==> config.mk <==
export PLATFORM = sky130hd
export DESIGN_NAME = sar_seq_top
export DESIGN_NICKNAME = d
export VERILOG_FILES = /design/src/rtl/sar_pkg.sv /design/src/rtl/sar_prescaler.sv /design/src/rtl/sar_start_ctrl.sv /design/src/rtl/sar_search.sv /design/src/rtl/sar_irq.sv /design/src/rtl/sar_seq_top.sv
export SDC_FILE = /design/constraint.sdc
export NUM_CORES = 1
export LEC_CHECK = 0
export ABC_AREA = 1
export BUFFER_PORTS_ARGS = -buffer_cell sky130_fd_sc_hd__buf_2
export CORE_MARGIN = 1.5
export CORE_UTILIZATION = 40
export CTS_CLUSTER_SIZE = 14
export DETAILED_ROUTE_END_ITERATION = 8
export PLACE_DENSITY = 0.57
export SLEW_MARGIN = 30
export SYNTH_ARGS = -nofsm -noshare
export SYNTH_HDL_FRONTEND = slang
export SYNTH_HIERARCHICAL = 1
export SYNTH_SLANG_ARGS = --single-unit
==> constraint.sdc <==
create_clock -name clk -period 4.5 [get_ports clk]
set_clock_uncertainty 0.05 [all_clocks]
set_input_delay 0.675 -clock clk [delete_from_list [all_inputs] [get_ports clk]]
set_output_delay 0.675 -clock clk [all_outputs]
set_load 0.02 [all_outputs]
==> src/rtl/sar_pkg.sv <==
package sar_pkg;
    localparam int unsigned DEF_NBITS = 10;
    localparam int unsigned DEF_SLOT  = 8;
    localparam int unsigned DEF_PULSE = 1;

    typedef enum logic [1:0] {
        SEQ_IDLE = 2'd0,
        SEQ_HOLD = 2'd1,
        SEQ_RUN  = 2'd2
    } seq_state_e;
endpackage

==> src/rtl/sar_prescaler.sv <==
module sar_prescaler #(
    parameter int unsigned SLOT_CLKS = sar_pkg::DEF_SLOT
) (
    input  logic clk,
    input  logic rst_n,
    output logic tick
);
    localparam int unsigned CW = (SLOT_CLKS > 1) ? $clog2(SLOT_CLKS) : 1;

    typedef struct packed {
        logic [CW-1:0] cnt;
    } div_t;

    div_t div_d, div_q;

    always_comb begin
        div_d = div_q;
        tick  = (div_q.cnt == CW'(SLOT_CLKS - 1));
        if (tick) div_d.cnt = '0;
        else      div_d.cnt = div_q.cnt + 1'b1;
    end

    always_ff @(posedge clk or negedge rst_n) begin
        if (!rst_n) div_q <= '0;
        else        div_q <= div_d;
    end
endmodule

==> src/rtl/sar_start_ctrl.sv <==
module sar_start_ctrl (
    input  logic clk,
    input  logic rst_n,
    input  logic start_req,
    input  logic tick,
    input  logic xfer,
    output logic hold,
    output logic launch
);
    import sar_pkg::*;

    typedef struct packed {
        seq_state_e st;
    } ctl_t;

    ctl_t ctl_d, ctl_q;

    always_comb begin
        ctl_d  = ctl_q;
        hold   = (ctl_q.st == SEQ_HOLD);
        launch = hold && tick && !start_req;
        if (start_req)                        ctl_d.st = SEQ_HOLD;
        else if (launch)                      ctl_d.st = SEQ_RUN;
        else if (ctl_q.st == SEQ_RUN && xfer) ctl_d.st = SEQ_IDLE;
    end

    always_ff @(posedge clk or negedge rst_n) begin
        if (!rst_n) ctl_q <= '{st: SEQ_IDLE};
        else        ctl_q <= ctl_d;
    end


    launch_leaves_hold_chk: assert property (@(posedge clk) disable iff (!rst_n)
        launch |=> (ctl_q.st == SEQ_RUN));
endmodule

==> src/rtl/sar_search.sv <==
module sar_search #(
    parameter int unsigned NBITS = sar_pkg::DEF_NBITS
) (
    input  logic             clk,
    input  logic             rst_n,
    input  logic             clear,
    input  logic             launch,
    input  logic             tick,
    input  logic             cmp_ge,
    output logic [NBITS-1:0] tap_code,
    output logic [NBITS-1:0] result,
    output logic             xfer
);
    localparam logic [NBITS-1:0] TOP_BIT = {1'b1, {(NBITS-1){1'b0}}};

    typedef struct packed {
        logic [NBITS-1:0] walk;
        logic [NBITS-1:0] sar;
        logic [NBITS-1:0] latch;
    } srch_t;

    srch_t s_d, s_q;
    logic [NBITS-1:0] resolved;

    always_comb begin
        s_d      = s_q;
        xfer     = 1'b0;
        resolved = cmp_ge ? s_q.sar : (s_q.sar & ~s_q.walk);
        if (launch) begin
            s_d.walk = TOP_BIT;
            s_d.sar  = TOP_BIT;
        end else if (clear) begin
            s_d.walk = '0;
            s_d.sar  = '0;
        end else if (tick && (|s_q.walk)) begin
            s_d.walk = s_q.walk >> 1;
            s_d.sar  = resolved | (s_q.walk >> 1);
            if (s_q.walk[0]) begin
                s_d.latch = resolved;
                xfer      = 1'b1;
            end
        end
    end

    always_ff @(posedge clk or negedge rst_n) begin
        if (!rst_n) s_q <= '0;
        else        s_q <= s_d;
    end

    assign tap_code = s_q.sar;
    assign result   = s_q.latch;


    walk_onehot_chk: assert property (@(posedge clk) disable iff (!rst_n)
        $onehot0(s_q.walk));


    latch_only_at_end_chk: assert property (@(posedge clk) disable iff (!rst_n)
        !$stable(s_q.latch) |-> $past(s_q.walk[0] && tick));
endmodule

==> src/rtl/sar_irq.sv <==
module sar_irq #(
    parameter int unsigned PULSE_CLKS = sar_pkg::DEF_PULSE
) (
    input  logic clk,
    input  logic rst_n,
    input  logic xfer,
    input  logic clr,
    output logic intr_n
);
    localparam int unsigned PW = $clog2(PULSE_CLKS + 1);

    typedef struct packed {
        logic [PW-1:0] pulse;
        logic          flag;
    } irq_t;

    irq_t i_d, i_q;

    always_comb begin
        i_d = i_q;
        if (xfer)                 i_d.pulse = PW'(PULSE_CLKS);
        else if (i_q.pulse != '0) i_d.pulse = i_q.pulse - 1'b1;
        if (i_q.pulse != '0) i_d.flag = 1'b1;
        else if (clr)        i_d.flag = 1'b0;
    end

    always_ff @(posedge clk or negedge rst_n) begin
        if (!rst_n) i_q <= '0;
        else        i_q <= i_d;
    end

    assign intr_n = ~i_q.flag;


    set_wins_chk: assert property (@(posedge clk) disable iff (!rst_n)
        (i_q.pulse != '0) |=> i_q.flag);
endmodule

==> src/rtl/sar_seq_top.sv <==
module sar_seq_top #(
    parameter int unsigned NBITS      = sar_pkg::DEF_NBITS,
    parameter int unsigned SLOT_CLKS  = sar_pkg::DEF_SLOT,
    parameter int unsigned PULSE_CLKS = sar_pkg::DEF_PULSE
) (
    input  logic             clk,
    input  logic             rst_n,
    input  logic             cs_n,
    input  logic             wr_n,
    input  logic             rd_n,
    input  logic             cmp_ge,
    output logic [NBITS-1:0] tap_code,
    output logic [NBITS-1:0] data_out,
    output logic             data_oe,
    output logic             intr_n
);
    logic start_req, rd_sel, tick, hold, launch, xfer;
    logic [NBITS-1:0] result;

    assign start_req = !cs_n && !wr_n;
    assign rd_sel    = !cs_n && !rd_n;

    sar_prescaler #(.SLOT_CLKS(SLOT_CLKS)) u_div (
        .clk(clk), .rst_n(rst_n), .tick(tick)
    );

    sar_start_ctrl u_start (
        .clk(clk), .rst_n(rst_n), .start_req(start_req), .tick(tick),
        .xfer(xfer), .hold(hold), .launch(launch)
    );

    sar_search #(.NBITS(NBITS)) u_search (
        .clk(clk), .rst_n(rst_n), .clear(start_req || hold), .launch(launch),
        .tick(tick), .cmp_ge(cmp_ge), .tap_code(tap_code), .result(result),
        .xfer(xfer)
    );

    sar_irq #(.PULSE_CLKS(PULSE_CLKS)) u_irq (
        .clk(clk), .rst_n(rst_n), .xfer(xfer), .clr(rd_sel || hold),
        .intr_n(intr_n)
    );

    assign data_oe  = rd_sel;
    assign data_out = rd_sel ? result : '0;


    hold_clears_chk: assert property (@(posedge clk) disable iff (!rst_n)
        start_req |=> (tap_code == '0));


    start_on_tick_chk: assert property (@(posedge clk) disable iff (!rst_n)
        ((tap_code != '0) && ($past(tap_code) == '0)) |-> $past(tick));
endmodule

==> Word level (Yosys, flattened, before mapping) <==
Cells that the tools add are included.
{ "classes": {"n_addsub": 2, "multipliers": 0, "div_mod_pow": 0, "order_cmp": 0, "n_eq_ne": 3, "shift": 0, "n_mux": 18, "bitwise_logic": 6, "reduce_logical": 17} }
{ "ops": {"columns": ["operator", "n"], "rows": [
  ["2-to-1 mux 20 bit", 2],
  ["2-to-1 mux 10 bit", 3],
  ["2-to-1 mux 30 bit", 1],
  ["AND 10 bit", 1],
  ["inverter 10 bit", 1],
  ["OR 10 x 9 -> 10 bit", 1],
  ["OR reduction 10 bit", 1],
  ["2-to-1 mux 1 bit", 8],
  ["logical AND 1 bit", 6],
  ["2-to-1 mux 2 bit", 3],
  ["nonzero test 3 bit", 2],
  ["logical NOT 1 bit", 4],
  ["AND reduction 4 bit", 1],
  ["adder 3 x 1 -> 3 bit, second input constant", 1],
  ["== test 3 bit, second input constant", 1],
  ["2-to-1 mux 3 bit", 1],
  ["inverter 1 bit", 3],
  ["== test 2 x 1 -> 1 bit, second input constant", 1],
  ["== test 2 bit, second input constant", 1],
  ["logical OR 1 bit", 2],
  ["nonzero test 2 bit", 1],
  ["subtractor 1 bit, second input constant", 1]
]} }
{ "totals": {"ff_bits": 37, "latch_bits": 0, "mem_bits_rw": 0, "mem_bits_ro": 0, "memories": 0} }

==> Depth between registers and ports, before layout <==
{ "depth": {"ltp_word": 9, "mapped_depth": 14, "depth_no_buf": 12} }

==> Modules after synthesis <==
Netlist, hierarchy kept.
{ "modules_own_cells": {"columns": ["mod", "instances", "cells_per_inst", "area_each_um2", "seq_area_each_um2"], "rows": [
  ["sar_search", 1, 184, 1795.5, 750.7],
  ["sar_seq_top", 1, 29, 156.4, 0.0],
  ["sar_start_ctrl", 1, 17, 122.6, 50.0],
  ["sar_prescaler", 1, 6, 103.8, 75.1],
  ["sar_irq", 1, 7, 68.8, 50.0]
]} }

==> Worst setup path after synthesis <==
OpenSTA, ideal clock, no wires.
{ "synth_path": {"kind": "in2reg", "start": "in cs_n", "end": "reg u_start/ctl_q[1] (netlist name)", "arrival_time_ns": 1.895, "required_ns": 4.334, "setup_slack_ns": 2.438, "path_stages": 13, "path_buffers": 2, "path_cell_list": "nor2_1 -> inv_2 -> nand2_2 -> nor2_4 -> or2_1 -> buf_6 -> nor2_8 -> nand3_4 -> buf_6 -> inv_2 -> nand2_1 -> nand2_1 -> nand2_1"} }
{ "synth_via": {"elab_chain_cells": 7, "word_cells_on_any_way": 11} }
{ "synth_rtl": {"columns": ["item", "line_no", "text"], "rows": [
  ["start: declaration", "sar_seq_top.sv:8", "input logic cs_n,"],
  ["logical NOT 1 bit", "sar_seq_top.sv:20", "assign start_req = !cs_n && !wr_n;"],
  ["logical AND 1 bit", "sar_seq_top.sv:20", null],
  ["logical NOT 1 bit", "sar_start_ctrl.sv:21", "launch = hold && tick && !start_req;"],
  ["logical AND 1 bit", "sar_start_ctrl.sv:21", null],
  ["net launch", "sar_seq_top.sv:17", "logic start_req, rd_sel, tick, hold, launch, xfer;"],
  ["2-to-1 mux 1 bit", "sar_search.sv:29", "if (launch) begin"],
  ["net xfer", "sar_seq_top.sv:17", null],
  ["logical AND 1 bit", "sar_start_ctrl.sv:24", "else if (ctl_q.st == SEQ_RUN && xfer) ctl_d.st = SEQ_IDLE;"],
  ["nonzero test 3 bit (no line)", null, null],
  ["end signal: assignment", "sar_start_ctrl.sv:28", "if (!rst_n) ctl_q <= '{st: SEQ_IDLE};"],
  ["end signal: assignment", "sar_start_ctrl.sv:29", "else ctl_q <= ctl_d;"],
  ["end: declaration", "sar_start_ctrl.sv:16", "ctl_t ctl_d, ctl_q;"]
]} }
The timed path passes the listed nets, and every way through them passes these cells.
A chain may end at the register's enable or synchronous reset.

==> Worst setup path after layout <==
{ "layout_path": {"start": "reg u_div/div_q[0] (netlist name)", "end": "reg u_search.s_q, in the netlist u_search/tap_code[6]"} }
{ "layout_via": {"elab_chain_cells": 4, "word_cells_on_any_way": 6} }
{ "layout_rtl": {"columns": ["item", "line_no", "text"], "rows": [
  ["start: declaration", "sar_prescaler.sv:14", "div_t div_d, div_q;"],
  ["start signal: assignment", "sar_prescaler.sv:25", "else div_q <= div_d;"],
  ["== test 3 bit *", "sar_prescaler.sv:18", "tick = (div_q.cnt == CW'(SLOT_CLKS - 1));"],
  ["net tick", "sar_seq_top.sv:17", null],
  ["logical AND 1 bit * (2 in a row)", "sar_start_ctrl.sv:21", null],
  ["net launch", "sar_seq_top.sv:17", null],
  ["nonzero test 3 bit (no line) / 2-to-1 mux 20 bit (equally long branches)", null, null],
  ["end signal: assignment", "sar_search.sv:46", "if (!rst_n) s_q <= '0;"],
  ["end signal: assignment", "sar_search.sv:47", "else s_q <= s_d;"],
  ["end: declaration", "sar_search.sv:22", "srch_t s_d, s_q;"]
]} }
The timed path passes the listed nets; every way through them passes the cells marked *.

==> metrics.txt <==
outcome=finished, final reports clean; endpoints failing setup=0; crit-path max cell delay=0.42 ns; core footprint=5470 um^2; share of the clock period used by the worst path after layout=50.9%; grt ovf=0; crit path cell chain=ha_1 > ha_1 > nand2_2 > nor2_4 > or2_1 > clkinv_2 > nand3_4 > o21ai_2; multi-input combinational cell area=901 um^2; Netlist cell types=27; sequential element share of the synthesized area=41.2%; total wire length=3.73 mm; Mapped Area=2250 um^2; post-DP HPWL=2.65 mm; quantity of I/O buffers inserted on ports=27; static leakage=1.09 nW; Final Hold Fails=0; clock transition at the registers of the reported paths=0.07 ns; die outline width=78.0 um; CTS sink count=37; deepest clock path buffer count=2; CTS buffer count=5; TritonRoute pass-1 iters=4; Detailed Route Iter0 Violations=83; cell count after synthesis=243; unrepaired setup endpoints after global routing=false; Layout Area Growth over Synthesis=1.73%; post-route antenna net violation count=0; DRC viols=0; Reg area=926 um^2; CTS tree=yes; number of synthesized flops with an enable pin=0; Synth async-reset ratio=100%; Pwr per Cell Area=277 nW/um^2; endpoint class of the critical path=flip-flop; setup TNS=0 ns; initial cell density of the core=41.1%; largest cells by area after synthesis=sky130_fd_sc_hd__dfrtp_1, sky130_fd_sc_hd__o21ai_2, sky130_fd_sc_hd__buf_4, sky130_fd_sc_hd__nand3_2, sky130_fd_sc_hd__nand2_1; met3 GRT Util=2.24%; WL/cell=11.7 um; number of hold buffers added after CTS=0; total global routing track utilization=14.6%; Synth warnings=6; most common cell in the netlist=sky130_fd_sc_hd__dfrtp_1; total vias in the final route=1421; number of nets in the synthesized netlist=251; nature of the critical path startpoint=flip-flop; Arrival @ worst endpoint=2.40 ns; largest area contributor in the netlist=sky130_fd_sc_hd__dfrtp_1; Max Fanout on Critical Path=13; share of cells above drive strength 1=42.5%; DIE AREA=6080 um^2; Placer Congestion=0.773; floorplan row count=27; per-instance average area after synthesis=9.25 um^2; final total power=633 uW; via count of the first global-routing pass=1415; height of the die=78.0 um; number of filler cells placed in the layout=562; Tmin final=2.29 ns; worst path required time=4.61 ns; number of setup buffers added after CTS=0; share of the core filled with cells in the final layout=41.8%; cell count after placement=312; worst hold path class=flip-flop to flip-flop; Worst Hold Slack=0.374 ns; clock latency of the later-clocked register in the worst-skew pair=0.28 ns; total number of H-tree levels=2; top cells by count, synth=sky130_fd_sc_hd__dfrtp_1, sky130_fd_sc_hd__nand2_1, sky130_fd_sc_hd__inv_1, sky130_fd_sc_hd__buf_4, sky130_fd_sc_hd__o21ai_2; post-synthesis register bit count=37; global-route layer with the greatest usage=met2; root cell of the clock tree=sky130_fd_sc_hd__clkbuf_8; number of vias per cell=4.45; maximum number of pins on one net before global-route repair=38; GR met1 Demand/Resource=20.0%; maxcap violations=0; portion of synthesized cell area occupied by the leading cell type=41.2%; met2 GRT Util=22.9%; Top-Level Pins=28; fin. max-slew vios=0; CP max stage cell=sky130_fd_sc_hd__clkinv_2; Worst path most repeated cell=sky130_fd_sc_hd__ha_1; maximum frequency from static timing analysis=437 MHz; Max VDD drop=0.0883 mV; number of gates given a new drive strength after cts=0; final cell count without fillers=319; Layout Nets=255; antenna violations before repair=0; wire length of the first global-routing pass=7.00 mm; Least-Margin Pin Slew=0.805 ns; worst setup path category=flip-flop to flip-flop; worst max-slew margin expressed relative to the limit=46.4%; Diodes inserted=0; dominant register cell in the synthesized netlist=sky130_fd_sc_hd__dfrtp_1
## layer usage
metal	share of wire (%)	vias up
met3	2.1	7
met2	45	19
met4	1.7	0
li1	-	735
met5	0	-
met1	51	660
## cells by family after synthesis
logic type	share of synthesized area (%)
compound gates	10.6
flops	41.2
simple gates	28.3
buf+inv	18.7
fa+ha+maj	1.11
## cells in the final DEF, fill, tap and decap left out, drive strengths merged
cell,netlist,routed
and2,9,9
inv,32,32
dfrtp,37,37
clkinv,4,4
nor2,29,29
o21ai,32,32
clkbuf,1,7
buf,30,28
or2,1,1
nand3,22,22
ha,2,2
nand2,44,44
## where the power goes
part	internal, mW	total [mW]	switching [mW]	leakage, nW
registers	0.338	0.341	0.00381	0.505
logic	0.0145	0.0636	0.0491	0.539
clock network	0.121	0.228	0.107	0.0443
total	0.474	0.633	0.159	1.09
## state kept, by name, indices dropped and copies added, names as in the netlist
register / count
u_start/ctl_q: 2
u_irq/i_q: 2
u_div/div_q: 3
u_search/tap_code: 10
u_search/result: 10
u_search/s_q: 10
## area by class of cell
cell class                 count  area share, %
inverter                      36           6.13
tap                           72           3.94
clock buffer                   7           3.78
sequential                    37           40.5
multi-input combinational    139           39.4
timing repair buffer          28           6.24
## critical path: cells and delay by family (launching register included)
family / cells / cell delay (ns)
flip-flops: 1 / 0.35
buffers and inverters: 1 / 0.42
AND/OR/NAND/NOR: 4 / 0.95
AO/OA/AOI/OAI: 1 / 0.08
adder cells (fa/ha/maj): 2 / 0.32
## worst paths after layout
kind                       slack (ns)  cells past startpoint                     start                          endpoint
setup / recovery                 2.21                      8  u_div/div_q[0]$_DFF_PN0_  u_search/tap_code[6]$_DFFE_PN0P_
hold / removal                   0.37                      1  u_div/div_q[0]$_DFF_PN0_          u_div/div_q[0]$_DFF_PN0_
setup reg to reg                 2.21                      8  u_div/div_q[0]$_DFF_PN0_  u_search/tap_code[6]$_DFFE_PN0P_
hold reg to reg                  0.37                      1  u_div/div_q[0]$_DFF_PN0_          u_div/div_q[0]$_DFF_PN0_
max in group asynchronous        3.46                      1                     rst_n      u_search/s_q[23]$_DFFE_PN0P_
min in group asynchronous        0.43                      1                     rst_n    u_search/result[5]$_DFFE_PN0P_
## stage by stage
| stage | worst slack (ns) | instance area [um^2] |
|---|---|---|
| final | 2.21 | 2290 |
| after global placement | 2.01 | 2200 |
| after detailed placement | 1.95 | 2200 |
| after CTS | 2.20 | 2290 |
| after global routing | 2.01 | 2290 |
| after floorplan | 2.44 | 2250 |
(Power assumes the default switching activity.)
